## src/rtl/codec_seq_pkg.sv

```systemverilog
package codec_seq_pkg;

  localparam int BYTE_W = 8;
  localparam int MS_W   = 5;

  localparam logic [BYTE_W-1:0] PAGE_MAIN   = 8'd0;
  localparam logic [BYTE_W-1:0] ADDR_PWRMD  = 8'd2;
  localparam logic [BYTE_W-1:0] ADDR_DIAG   = 8'd100;
  localparam logic [BYTE_W-1:0] ADDR_CHAN   = 8'd115;
  localparam logic [BYTE_W-1:0] ADDR_SLOT   = 8'd116;
  localparam logic [BYTE_W-1:0] ADDR_POWER  = 8'd117;
  localparam logic [BYTE_W-1:0] ADDR_STATUS = 8'd119;

  localparam logic [MS_W-1:0] WAIT_INIT  = 5'd1;
  localparam logic [MS_W-1:0] WAIT_BIAS  = 5'd10;
  localparam logic [MS_W-1:0] WAIT_DRAIN = 5'd20;
  localparam logic [MS_W-1:0] WAIT_RETRY = 5'd1;

  typedef enum logic [2:0] {
    MODE_OFF    = 3'd0,
    MODE_BOOT   = 3'd1,
    MODE_SLEEP  = 3'd2,
    MODE_ACTIVE = 3'd3,
    MODE_BUSY   = 3'd4,
    MODE_FAULT  = 3'd5
  } mode_e;

  typedef enum logic [4:0] {
    ST_OFF,
    ST_BOOT,
    ST_SLEEP,
    ST_WAKE_WR,
    ST_WAKE_T,
    ST_CHAN_WR,
    ST_SLOT_WR,
    ST_PWR_WR,
    ST_BIAS_T,
    ST_DIAG_ON_WR,
    ST_ACTIVE,
    ST_DIAG_OFF_WR,
    ST_SLEEP_WR,
    ST_DRAIN_T,
    ST_STAT_RD,
    ST_RETRY_T,
    ST_FAULT
  } seq_state_e;

  typedef struct packed {
    logic              wr;
    logic [BYTE_W-1:0] page;
    logic [BYTE_W-1:0] addr;
    logic [BYTE_W-1:0] wdata;
  } cmd_t;

  function automatic mode_e mode_of(seq_state_e s);
    case (s)
      ST_OFF:    return MODE_OFF;
      ST_BOOT:   return MODE_BOOT;
      ST_SLEEP:  return MODE_SLEEP;
      ST_ACTIVE: return MODE_ACTIVE;
      ST_FAULT:  return MODE_FAULT;
      default:   return MODE_BUSY;
    endcase
  endfunction

endpackage

```

## src/rtl/seq_ms_timer.sv

```systemverilog
module seq_ms_timer
  import codec_seq_pkg::*;
#(
  parameter int CYC_PER_MS = 100000
) (
  input  logic            clk,
  input  logic            rst,
  input  logic            abort,
  input  logic            start,
  input  logic [MS_W-1:0] ms_load,
  output logic            expired
);

  localparam int CYC_W = (CYC_PER_MS > 2) ? $clog2(CYC_PER_MS) : 1;
  localparam logic [CYC_W-1:0] CYC_LAST = CYC_W'(CYC_PER_MS - 1);

  logic [CYC_W-1:0] cyc_q;
  logic [MS_W-1:0]  ms_q;
  logic             run_q;

  always_ff @(posedge clk) begin
    if (rst || abort) begin
      cyc_q   <= '0;
      ms_q    <= '0;
      run_q   <= 1'b0;
      expired <= 1'b0;
    end else begin
      expired <= 1'b0;
      if (start) begin
        cyc_q <= '0;
        ms_q  <= ms_load;
        run_q <= 1'b1;
      end else if (run_q) begin
        if (cyc_q == CYC_LAST) begin
          cyc_q <= '0;
          if (ms_q <= MS_W'(1)) begin
            run_q   <= 1'b0;
            expired <= 1'b1;
          end else begin
            ms_q <= ms_q - MS_W'(1);
          end
        end else begin
          cyc_q <= cyc_q + CYC_W'(1);
        end
      end
    end
  end

endmodule

```

## src/rtl/seq_cmd_issuer.sv

```systemverilog
module seq_cmd_issuer
  import codec_seq_pkg::*;
(
  input  logic              clk,
  input  logic              rst,
  input  logic              abort,
  input  logic              issue,
  input  cmd_t              issue_cmd,
  output logic              cmd_valid,
  input  logic              cmd_ready,
  output logic              cmd_write,
  output logic [BYTE_W-1:0] cmd_page,
  output logic [BYTE_W-1:0] cmd_addr,
  output logic [BYTE_W-1:0] cmd_wdata,
  input  logic [BYTE_W-1:0] cmd_rdata,
  output logic              done,
  output logic [BYTE_W-1:0] rd_word
);

  always_ff @(posedge clk) begin
    if (rst || abort) begin
      cmd_valid <= 1'b0;
      cmd_write <= 1'b0;
      cmd_page  <= '0;
      cmd_addr  <= '0;
      cmd_wdata <= '0;
      done      <= 1'b0;
      rd_word   <= '0;
    end else begin
      done <= 1'b0;
      if (cmd_valid && cmd_ready) begin
        cmd_valid <= 1'b0;
        done      <= 1'b1;
        rd_word   <= cmd_rdata;
      end else if (issue && !cmd_valid) begin
        cmd_valid <= 1'b1;
        cmd_write <= issue_cmd.wr;
        cmd_page  <= issue_cmd.page;
        cmd_addr  <= issue_cmd.addr;
        cmd_wdata <= issue_cmd.wdata;
      end
    end
  end

endmodule

```

## src/rtl/codec_mode_seq.sv

```systemverilog
module codec_mode_seq
  import codec_seq_pkg::*;
#(
  parameter int                CYC_PER_MS  = 100000,
  parameter int                RETRIES     = 3,
  parameter logic [BYTE_W-1:0] STATUS_MASK = 8'h80
) (
  input  logic              clk,
  input  logic              rst,
  input  logic              supplies_good,
  input  logic              req_record,
  input  logic              req_sleep,
  input  logic              req_shutdown,
  input  logic [BYTE_W-1:0] cfg_wake_word,
  input  logic [BYTE_W-1:0] cfg_sleep_word,
  input  logic [BYTE_W-1:0] cfg_chan_en,
  input  logic [BYTE_W-1:0] cfg_slot_en,
  input  logic [BYTE_W-1:0] cfg_power_en,
  input  logic [BYTE_W-1:0] cfg_diag_on,
  input  logic [BYTE_W-1:0] cfg_diag_off,
  output logic              cmd_valid,
  input  logic              cmd_ready,
  output logic              cmd_write,
  output logic [BYTE_W-1:0] cmd_page,
  output logic [BYTE_W-1:0] cmd_addr,
  output logic [BYTE_W-1:0] cmd_wdata,
  input  logic [BYTE_W-1:0] cmd_rdata,
  output logic              shdn_n,
  output logic              clk_en,
  output logic [2:0]        mode,
  output logic              fault
);

  localparam int RT_W = (RETRIES > 0) ? $clog2(RETRIES + 1) : 1;
  localparam logic [RT_W-1:0] RT_LAST = RT_W'(RETRIES);

  seq_state_e      state_q, state_d;
  logic            cfg_done_q;
  logic [RT_W-1:0] retry_q;
  logic            inflight_q;

  logic            tmr_start, tmr_expired;
  logic [MS_W-1:0] tmr_ms;
  logic            clk_on, clk_off, set_cfg, set_fault, retry_clr, retry_inc;

  logic              is_cmd;
  cmd_t              cur_cmd;
  logic              cmd_done;
  logic [BYTE_W-1:0] rd_word;
  logic              status_ok;

  // command that belongs to each command state
  always_comb begin
    is_cmd  = 1'b1;
    cur_cmd = '{wr: 1'b1, page: PAGE_MAIN, addr: ADDR_PWRMD, wdata: cfg_wake_word};
    case (state_q)
      ST_WAKE_WR:     cur_cmd.wdata = cfg_wake_word;
      ST_CHAN_WR:     begin cur_cmd.addr = ADDR_CHAN;  cur_cmd.wdata = cfg_chan_en;  end
      ST_SLOT_WR:     begin cur_cmd.addr = ADDR_SLOT;  cur_cmd.wdata = cfg_slot_en;  end
      ST_PWR_WR:      begin cur_cmd.addr = ADDR_POWER; cur_cmd.wdata = cfg_power_en; end
      ST_DIAG_ON_WR:  begin cur_cmd.addr = ADDR_DIAG;  cur_cmd.wdata = cfg_diag_on;  end
      ST_DIAG_OFF_WR: begin cur_cmd.addr = ADDR_DIAG;  cur_cmd.wdata = cfg_diag_off; end
      ST_SLEEP_WR:    cur_cmd.wdata = cfg_sleep_word;
      ST_STAT_RD:     begin cur_cmd.wr = 1'b0; cur_cmd.addr = ADDR_STATUS; cur_cmd.wdata = '0; end
      default:        is_cmd = 1'b0;
    endcase
  end

  assign status_ok = ((rd_word & STATUS_MASK) == STATUS_MASK);

  always_comb begin
    state_d   = state_q;
    tmr_start = 1'b0;
    tmr_ms    = '0;
    clk_on    = 1'b0;
    clk_off   = 1'b0;
    set_cfg   = 1'b0;
    set_fault = 1'b0;
    retry_clr = 1'b0;
    retry_inc = 1'b0;
    case (state_q)
      ST_OFF: if (supplies_good) begin
        state_d = ST_BOOT; tmr_start = 1'b1; tmr_ms = WAIT_INIT;
      end
      ST_BOOT:  if (tmr_expired) state_d = ST_SLEEP;
      ST_SLEEP: if (req_record)  state_d = ST_WAKE_WR;
      ST_WAKE_WR: if (cmd_done) begin
        state_d = ST_WAKE_T; tmr_start = 1'b1; tmr_ms = WAIT_INIT;
      end
      ST_WAKE_T: if (tmr_expired) begin
        if (cfg_done_q) begin
          state_d = ST_BIAS_T; tmr_start = 1'b1; tmr_ms = WAIT_BIAS; clk_on = 1'b1;
        end else begin
          state_d = ST_CHAN_WR;
        end
      end
      ST_CHAN_WR: if (cmd_done) state_d = ST_SLOT_WR;
      ST_SLOT_WR: if (cmd_done) state_d = ST_PWR_WR;
      ST_PWR_WR: if (cmd_done) begin
        state_d = ST_BIAS_T; tmr_start = 1'b1; tmr_ms = WAIT_BIAS;
        clk_on = 1'b1; set_cfg = 1'b1;
      end
      ST_BIAS_T:     if (tmr_expired) state_d = ST_DIAG_ON_WR;
      ST_DIAG_ON_WR: if (cmd_done)    state_d = ST_ACTIVE;
      ST_ACTIVE:     if (req_sleep)   state_d = ST_DIAG_OFF_WR;
      ST_DIAG_OFF_WR: if (cmd_done)   state_d = ST_SLEEP_WR;
      ST_SLEEP_WR: if (cmd_done) begin
        state_d = ST_DRAIN_T; tmr_start = 1'b1; tmr_ms = WAIT_DRAIN; retry_clr = 1'b1;
      end
      ST_DRAIN_T: if (tmr_expired) state_d = ST_STAT_RD;
      ST_STAT_RD: if (cmd_done) begin
        if (status_ok) begin
          state_d = ST_SLEEP; clk_off = 1'b1;
        end else if (retry_q == RT_LAST) begin
          state_d = ST_FAULT; set_fault = 1'b1;
        end else begin
          state_d = ST_RETRY_T; tmr_start = 1'b1; tmr_ms = WAIT_RETRY; retry_inc = 1'b1;
        end
      end
      ST_RETRY_T: if (tmr_expired) state_d = ST_STAT_RD;
      ST_FAULT:   state_d = ST_FAULT;
      default:    state_d = ST_OFF;
    endcase
  end

  always_ff @(posedge clk) begin
    if (rst || req_shutdown) begin
      state_q    <= ST_OFF;
      shdn_n     <= 1'b0;
      clk_en     <= 1'b0;
      cfg_done_q <= 1'b0;
      fault      <= 1'b0;
      retry_q    <= '0;
      inflight_q <= 1'b0;
      mode       <= MODE_OFF;
    end else begin
      state_q <= state_d;
      mode    <= mode_of(state_d);
      if (state_q == ST_OFF && state_d == ST_BOOT) shdn_n <= 1'b1;
      if (clk_on)    clk_en     <= 1'b1;
      if (clk_off)   clk_en     <= 1'b0;
      if (set_cfg)   cfg_done_q <= 1'b1;
      if (set_fault) fault      <= 1'b1;
      if (retry_clr)      retry_q <= '0;
      else if (retry_inc) retry_q <= retry_q + RT_W'(1);
      if (is_cmd && !inflight_q) inflight_q <= 1'b1;
      else if (cmd_done)         inflight_q <= 1'b0;
    end
  end

  seq_ms_timer #(.CYC_PER_MS(CYC_PER_MS)) u_timer (
    .clk     (clk),
    .rst     (rst),
    .abort   (req_shutdown),
    .start   (tmr_start),
    .ms_load (tmr_ms),
    .expired (tmr_expired)
  );

  seq_cmd_issuer u_issuer (
    .clk       (clk),
    .rst       (rst),
    .abort     (req_shutdown),
    .issue     (is_cmd && !inflight_q),
    .issue_cmd (cur_cmd),
    .cmd_valid (cmd_valid),
    .cmd_ready (cmd_ready),
    .cmd_write (cmd_write),
    .cmd_page  (cmd_page),
    .cmd_addr  (cmd_addr),
    .cmd_wdata (cmd_wdata),
    .cmd_rdata (cmd_rdata),
    .done      (cmd_done),
    .rd_word   (rd_word)
  );

endmodule

```

## config.mk

```make
export PLATFORM = sky130hd
export DESIGN_NAME = codec_mode_seq
export DESIGN_NICKNAME = d
export VERILOG_FILES = /design/src/rtl/codec_seq_pkg.sv /design/src/rtl/seq_ms_timer.sv /design/src/rtl/seq_cmd_issuer.sv /design/src/rtl/codec_mode_seq.sv
export SDC_FILE = /design/constraint.sdc
export NUM_CORES = 1
export LEC_CHECK = 0
export BUFFER_PORTS_ARGS = -buffer_cell sky130_fd_sc_hd__buf_2
export CORE_ASPECT_RATIO = 1.4
export CORE_MARGIN = 1
export CORE_UTILIZATION = 58
export CTS_BUF_LIST = sky130_fd_sc_hd__clkbuf_4 sky130_fd_sc_hd__clkbuf_8
export DETAILED_ROUTE_END_ITERATION = 6
export PLACE_DENSITY = 0.87
export REMOVE_ABC_BUFFERS = 1
export SYNTH_ARGS = -nofsm -noshare
export SYNTH_HDL_FRONTEND = slang
export SYNTH_SLANG_ARGS = --single-unit
```

## constraint.sdc

```tcl
create_clock -name clk -period 4.6 [get_ports clk]
set_clock_uncertainty 0.15 [all_clocks]
set_input_delay 0.46 -clock clk [delete_from_list [all_inputs] [get_ports clk]]
set_output_delay 0.46 -clock clk [all_outputs]
set_load 0.01 [all_outputs]
```

Yosys cells after proc, flatten, opt, wreduce, memory -nomap -nowiden --
Index checks and enable logic that the tools add are counted.
Operators by class: bitwise gates (word level) 3, $add $sub $neg 3, magnitude comparators 1, reduce and logical (&&, ||, !) cells 23, muxes and demuxes 66, eq/ne operators 23
Operators with widths (number):
- $mux W5 | 22
- $pmux W5 S16 | 1
- $pmux W8 S7 | 1
- $eq A5 B4 Y1 const B | 9
- $pmux W7 S5 | 1
- $mux W1 | 32
- $pmux W5 S6 | 1
- $eq A5 B3 Y1 const B | 4
- $add A17 B1 Y17 const B | 1
- $eq A17 B17 Y1 const B | 1
- $mux W17 | 1
- $mux W4 | 4
- $eq A5 B2 Y1 const B | 3
- $pmux W3 S5 | 1
- $reduce_or A2 Y1 | 6
- $eq A5 B1 Y1 const B | 2
- $eq A5 B5 Y1 const B | 2
- $logic_not A5 Y1 | 2
- $reduce_or A8 Y1 | 1
- $reduce_bool A2 Y1 | 3
- $le A5 B1 Y1 const B | 1
- $sub A5 B1 Y5 const B | 1
- $logic_and A1 B1 Y1 | 4
- $pmux W1 S4 | 1
- other kinds (11) | 14
Word-level totals: register bits after elaboration 66, input port bits 71, word-level logic and storage cells 137

Logic depth before layout (Yosys ltp) --
depth in word-level cells 7, gate-level depth with buffers 9, depth with buffers taken out 7

Modules after synthesis --
From an unflattened synthesis, not the netlist that was laid out.
Second synthesis, totals: cell total of the unflattened synthesis 495, area total of the unflattened synthesis 3912.5 sq um
By module, submodules not included:
- codec_mode_seq | instances 1, area an instance 1422.6 sq um, cells each 193
- seq_ms_timer | instances 1, area an instance 1256.2 sq um, cells each 149
- seq_cmd_issuer | instances 1, area an instance 1233.7 sq um, cells each 153

Least setup slack after synthesis --
No wires, ideal clock.
path type register -> register, start point register state_q[0], end point register u_issuer.cmd_wdata[3], required time 4322 ps, setup time 128 ps, cell stages (with the launch flop) 9, path slack 2633 ps, arrival time 1689 ps, period minus slack after synthesis 1967 ps, cell sequence dfxtp_1 -> buf_4 -> buf_6 -> buf_2 -> a2111o_1 -> a222oi_1 -> nand4_1 -> o21ai_1 -> nor2_1
Between the ends: cells in the longest elaborated chain, start to end 6, elaborated cells on any way between the ends 14, those cells by class eq/ne: 8; mux: 2; reduce/logical: 4
Ends and longest elaborated chain:
- from (decl) | RTL line codec_mode_seq.sv:37 | seq_state_e state_q, state_d;
- from (signal assigned) | RTL line codec_mode_seq.sv:137 | state_q <= state_d;
- $eq A5 B4 Y1, or another cell as far along | RTL line codec_mode_seq.sv:56 | case (state_q)
- $reduce_or A8 Y1 (no source line)
- $mux W1 | RTL line codec_mode_seq.sv:56
- $logic_and A1 B1 Y1 | RTL line codec_mode_seq.sv:164 | .issue (is_cmd && !inflight_q),
- $logic_and A1 B1 Y1 | RTL line seq_cmd_issuer.sv:35 | end else if (issue && !cmd_valid) begin
- $reduce_and A2 Y1 (no source line)
- to (signal assigned) | RTL line seq_cmd_issuer.sv:40 | cmd_wdata <= issue_cmd.wdata;
- to (decl) | RTL line seq_cmd_issuer.sv:14 | output logic [BYTE_W-1:0] cmd_wdata,
Several ways; a longest one is shown, not always the timed one. A chain may end at the register's enable or synchronous reset.

Worst setup path after layout --
start point register state_q[3], end point register u_timer.ms_q[1]
Between the ends: cells in the longest elaborated chain, start to end 5, elaborated cells on any way between the ends 14, those cells by class eq/ne: 6; mux: 3; reduce/logical: 5
Ends and longest elaborated chain:
- $eq A5 B4 Y1, or another cell as far along | RTL line codec_mode_seq.sv:81 | case (state_q)
- $reduce_or A3 Y1 (no source line)
- $pmux W1 S4 | RTL line codec_mode_seq.sv:81
- $ne A2 B2 Y1 (no source line) / $reduce_bool A2 Y1 (equally long branches)
- $reduce_and A3 Y1 (no source line)
- to (signal assigned) | RTL line seq_ms_timer.sv:31 | ms_q <= ms_load;
- to (signal assigned) | RTL line seq_ms_timer.sv:40 | ms_q <= ms_q - MS_W'(1);
- to (decl) | RTL line seq_ms_timer.sv:18 | logic [MS_W-1:0] ms_q;
Several ways; a longest one is shown, not always the timed one.

==> results.yml <==
status:
  outcome: "complete, but fails checks"
  violations: "design-rule violations"
clocking:
  cts_setup_buffers: 0
  clockBufferDepth: 2
  clock_sinks: 56
  root_buffer: "clkbuf_8"
  ctsHoldBuffers: 0
  ctsResizeCount: 0
  cts_buffers: 5
  clkLatencyLatePin_ps: 310
  tritoncts: "yes"
  htreeDepth: 2
  path_clk_slew_ps: 100
sta:
  finalSetupViolations: 0
  grt_setup_unrepaired: "no"
  setup_tns_ps: 0
  drv_slew: 0
  slew_headroom_pct: 32.3
  period_share_pct: 60.4
  tightest_slew_ps: 1010
  max_freq_ghz: 0.360
  fin_crit_ps: 2780
  finalHoldViolations: 0
final_layout:
  diodes: 0
  filler_cell_count: 450
  drive_gt1_share_pct: 23.5
  finalNetCount: 555
  fin_area_um2: 3780
  area_delta_synth_final_pct: 11.5
synth:
  synth_top_area_share_pct: 33.1
  synth_cell_type_count: 70
  yosys.area.top_type: "dfxtp_1"
  ys.flop_type: "dfxtp_1"
  synth_seq_cells: 56
  synth.most_common_cell: "nor2_1"
  yosysSeqAreaShare_pct: 33.1
  avgSynthCellArea_um2: 8.16
  syn_area_um2: 3390
  ys_top_cells_by_count: "nor2_1, dfxtp_1, a21oi_1, nand2_1"
  synth_edf_count: 0
  ys_top_cells_by_area: "dfxtp_1, nor2_1, a21oi_1, a22oi_1, buf_4"
  async_reset_ff_share_pct: 0
  synth_cells: 415
  yosys_warnings: 0
drt:
  wl_um: 8230
  drcViolationCount: 3
  wl_per_cell_um: 15.0
  num_vias: 3304
  first_pass_iters: 7
  vias_per_cell: 6.03
  drt_iter0_markers: 227
  ant_nets: 0
place:
  port_buffers: 85
  dpl.hpwl_um: 6020
  place_area_um2: 3680
  gp_congestion: 0.872
global_routing:
  grt_pass1_wl_um: 13400
  antenna_found_initial: 0
  grt_max_degree: 36
  grt_pass1_vias: 3002
  grt.overflow.total: 0
  grt_usage_pct: 27.7
critical_path:
  slowest_delay_ps: 1000
  cp_slowest_cell: "dfxtp_1"
  cp_max_fo: 31
  worst-path-buf-inv: 0
  endpoint_kind: "flop"
  cp-start-kind: "flop"
  path_cells: "nand4b_1 > a211oi_1 > nor4_4 > o21ai_2 > nor2_1 > a311oi_1"
  cpLargestDelayFamily: "flip-flops"
  crit_required_ps: 4660
  criticalPathCategory: "flop to flop"
  worstPathArrival_ps: 2840
power_and_ir_drop:
  swShare_pct: 24.4
  p_int_mw: 0.645
  power_density_nw_per_um2: 226
  clkPwrFrac_pct: 33.0
  power_switching_mw: 0.208
  ir_drop_uv: 103
  total_power_mw: 0.854
  power_leakage_nw: 1.39
  comb_power_share_pct: 9.1
  pwr-share-seq_pct: 57.9
flow_run:
  cap_viol_max_count: 0
die:
  core_um2: 5570
  die_x_um: 66.6
  ioPinCount: 103
  die_h_um: 92.4
  start_util_pct: 60.9
  dieArea_um2: 6150
  rows: 32
hold_path:
  hp-class: "input pin to flop"
-- metrics by stage --
step	setup WS (ps)	instances	util [%]	hold WS, ps
2_1_floorplan	2260	386	-	301
4_1_cts	1880	548	67.9	261
6_report	1820	548	67.9	269
3_3_place_gp	1940	540	66.2	289
3_5_place_dp	1890	540	66.2	294
5_1_grt	1600	548	67.9	278
-- kinds of logic (layout without fill, tap and decap cells) --
kind of cell	Yosys count	count (layout)	synth area share (%)
other cells	1	10	0.111
fa+ha+maj	5	5	1.85
simple gates	188	188	31.1
buf+inv	44	100	8.16
xor+xnor	14	14	3.62
flops	56	56	33.1
mux	5	5	1.55
compound gates	102	102	20.5
-- state kept, by name, summed over array words and instances (netlist names) --
| signal | flops |
|---|---|
| u_timer.cyc_q | 17 |
| clk_en | 1 |
| u_issuer.cmd_write | 1 |
| u_issuer.done | 1 |
| u_issuer.cmd_wdata | 8 |
| u_timer.ms_q | 5 |
| u_issuer.cmd_valid | 1 |
| inflight_q | 1 |
| u_issuer.rd_word | 1 |
| u_timer.run_q | 1 |
| shdn_n | 1 |
| u_timer.expired | 1 |
| u_issuer.cmd_addr | 5 |
| retry_q | 2 |
| mode | 3 |
| fault | 1 |
| cfg_done_q | 1 |
| state_q | 5 |
-- cells in the final DEF (no fill, tap or decap), types with 3 or more instances in the layout --
cell      count
nand2b_1     11
nor3b_1       4
ha_1          5
a222oi_1      8
xor2_1        6
and3_1        4
clkbuf_8      6
a21oi_1      28
nor2_1       59
or3_1         6
o21ai_0       9
xnor2_1       8
and2_1        4
inv_1         6
o21ai_1       9
dfxtp_1      56
o211ai_1      3
nand2_1      19
o21a_1        3
a211oi_1      6
nor2b_1       8
conb_1       10
nor3_2        3
nand3b_1      7
mux2i_1       3
nor4_1        4
buf_2        85
nand3_1      14
a22oi_1      14
nand4_1      11
nor3_1       13
-- worst reg2reg max path, stage by stage, from the launching register on --
cell      delay, ps
dfxtp_1        1000
nand4b_1        360
a211oi_1        530
nor4_4          160
o21ai_2         130
nor2_1           80
a311oi_1        270
-- final timing paths --
check	from	to	slack, ps	depth (start not counted)
setup reg to reg	state_q[3]	u_timer.ms_q[1]	1820	6
hold reg to reg	u_issuer.cmd_addr[4]	u_issuer.cmd_addr[4]	310	2
setup / recovery	state_q[3]	u_timer.ms_q[1]	1820	6
hold / removal	cmd_rdata[7]	u_issuer.rd_word[7]	270	3
-- cell type report --
class | instances | area [um2] | area share [%]
clock inverters | 2 | 10.0 | 0.265
flip-flops and latches | 56 | 1120 | 29.7
multi-input cells | 324 | 2020 | 53.6
inverters | 6 | 22.5 | 0.596
well taps | 68 | 85.1 | 2.25
repair buffers | 86 | 433 | 11.5
clock buffers | 6 | 82.6 | 2.19
-- per-layer routing --
| metal | wire length, um | global-route usage, % | up-vias | part of all wire (%) |
|---|---|---|---|---|
| li1 | - | - | 1629 | - |
| met4 | 187 | 11.9 | 0 | 2.3 |
| met2 | 4170 | 48.1 | 135 | 51 |
| met3 | 397 | 3.82 | 15 | 4.8 |
| met5 | 0 | 0 | - | 0 |
| met1 | 3480 | 33.1 | 1525 | 42 |
-- power groups by stage --
stage          registers, mW  clock network, mW  logic (mW)
2_1_floorplan          0.504                  0      0.0381
3_3_place_gp           0.505                  0      0.0735
3_5_place_dp           0.506                  0      0.0760
4_1_cts                0.494              0.284      0.0763
5_1_grt                0.495              0.304      0.0852
6_report               0.495              0.282      0.0773
No activity file was read; power rests on OpenSTA's default activity.
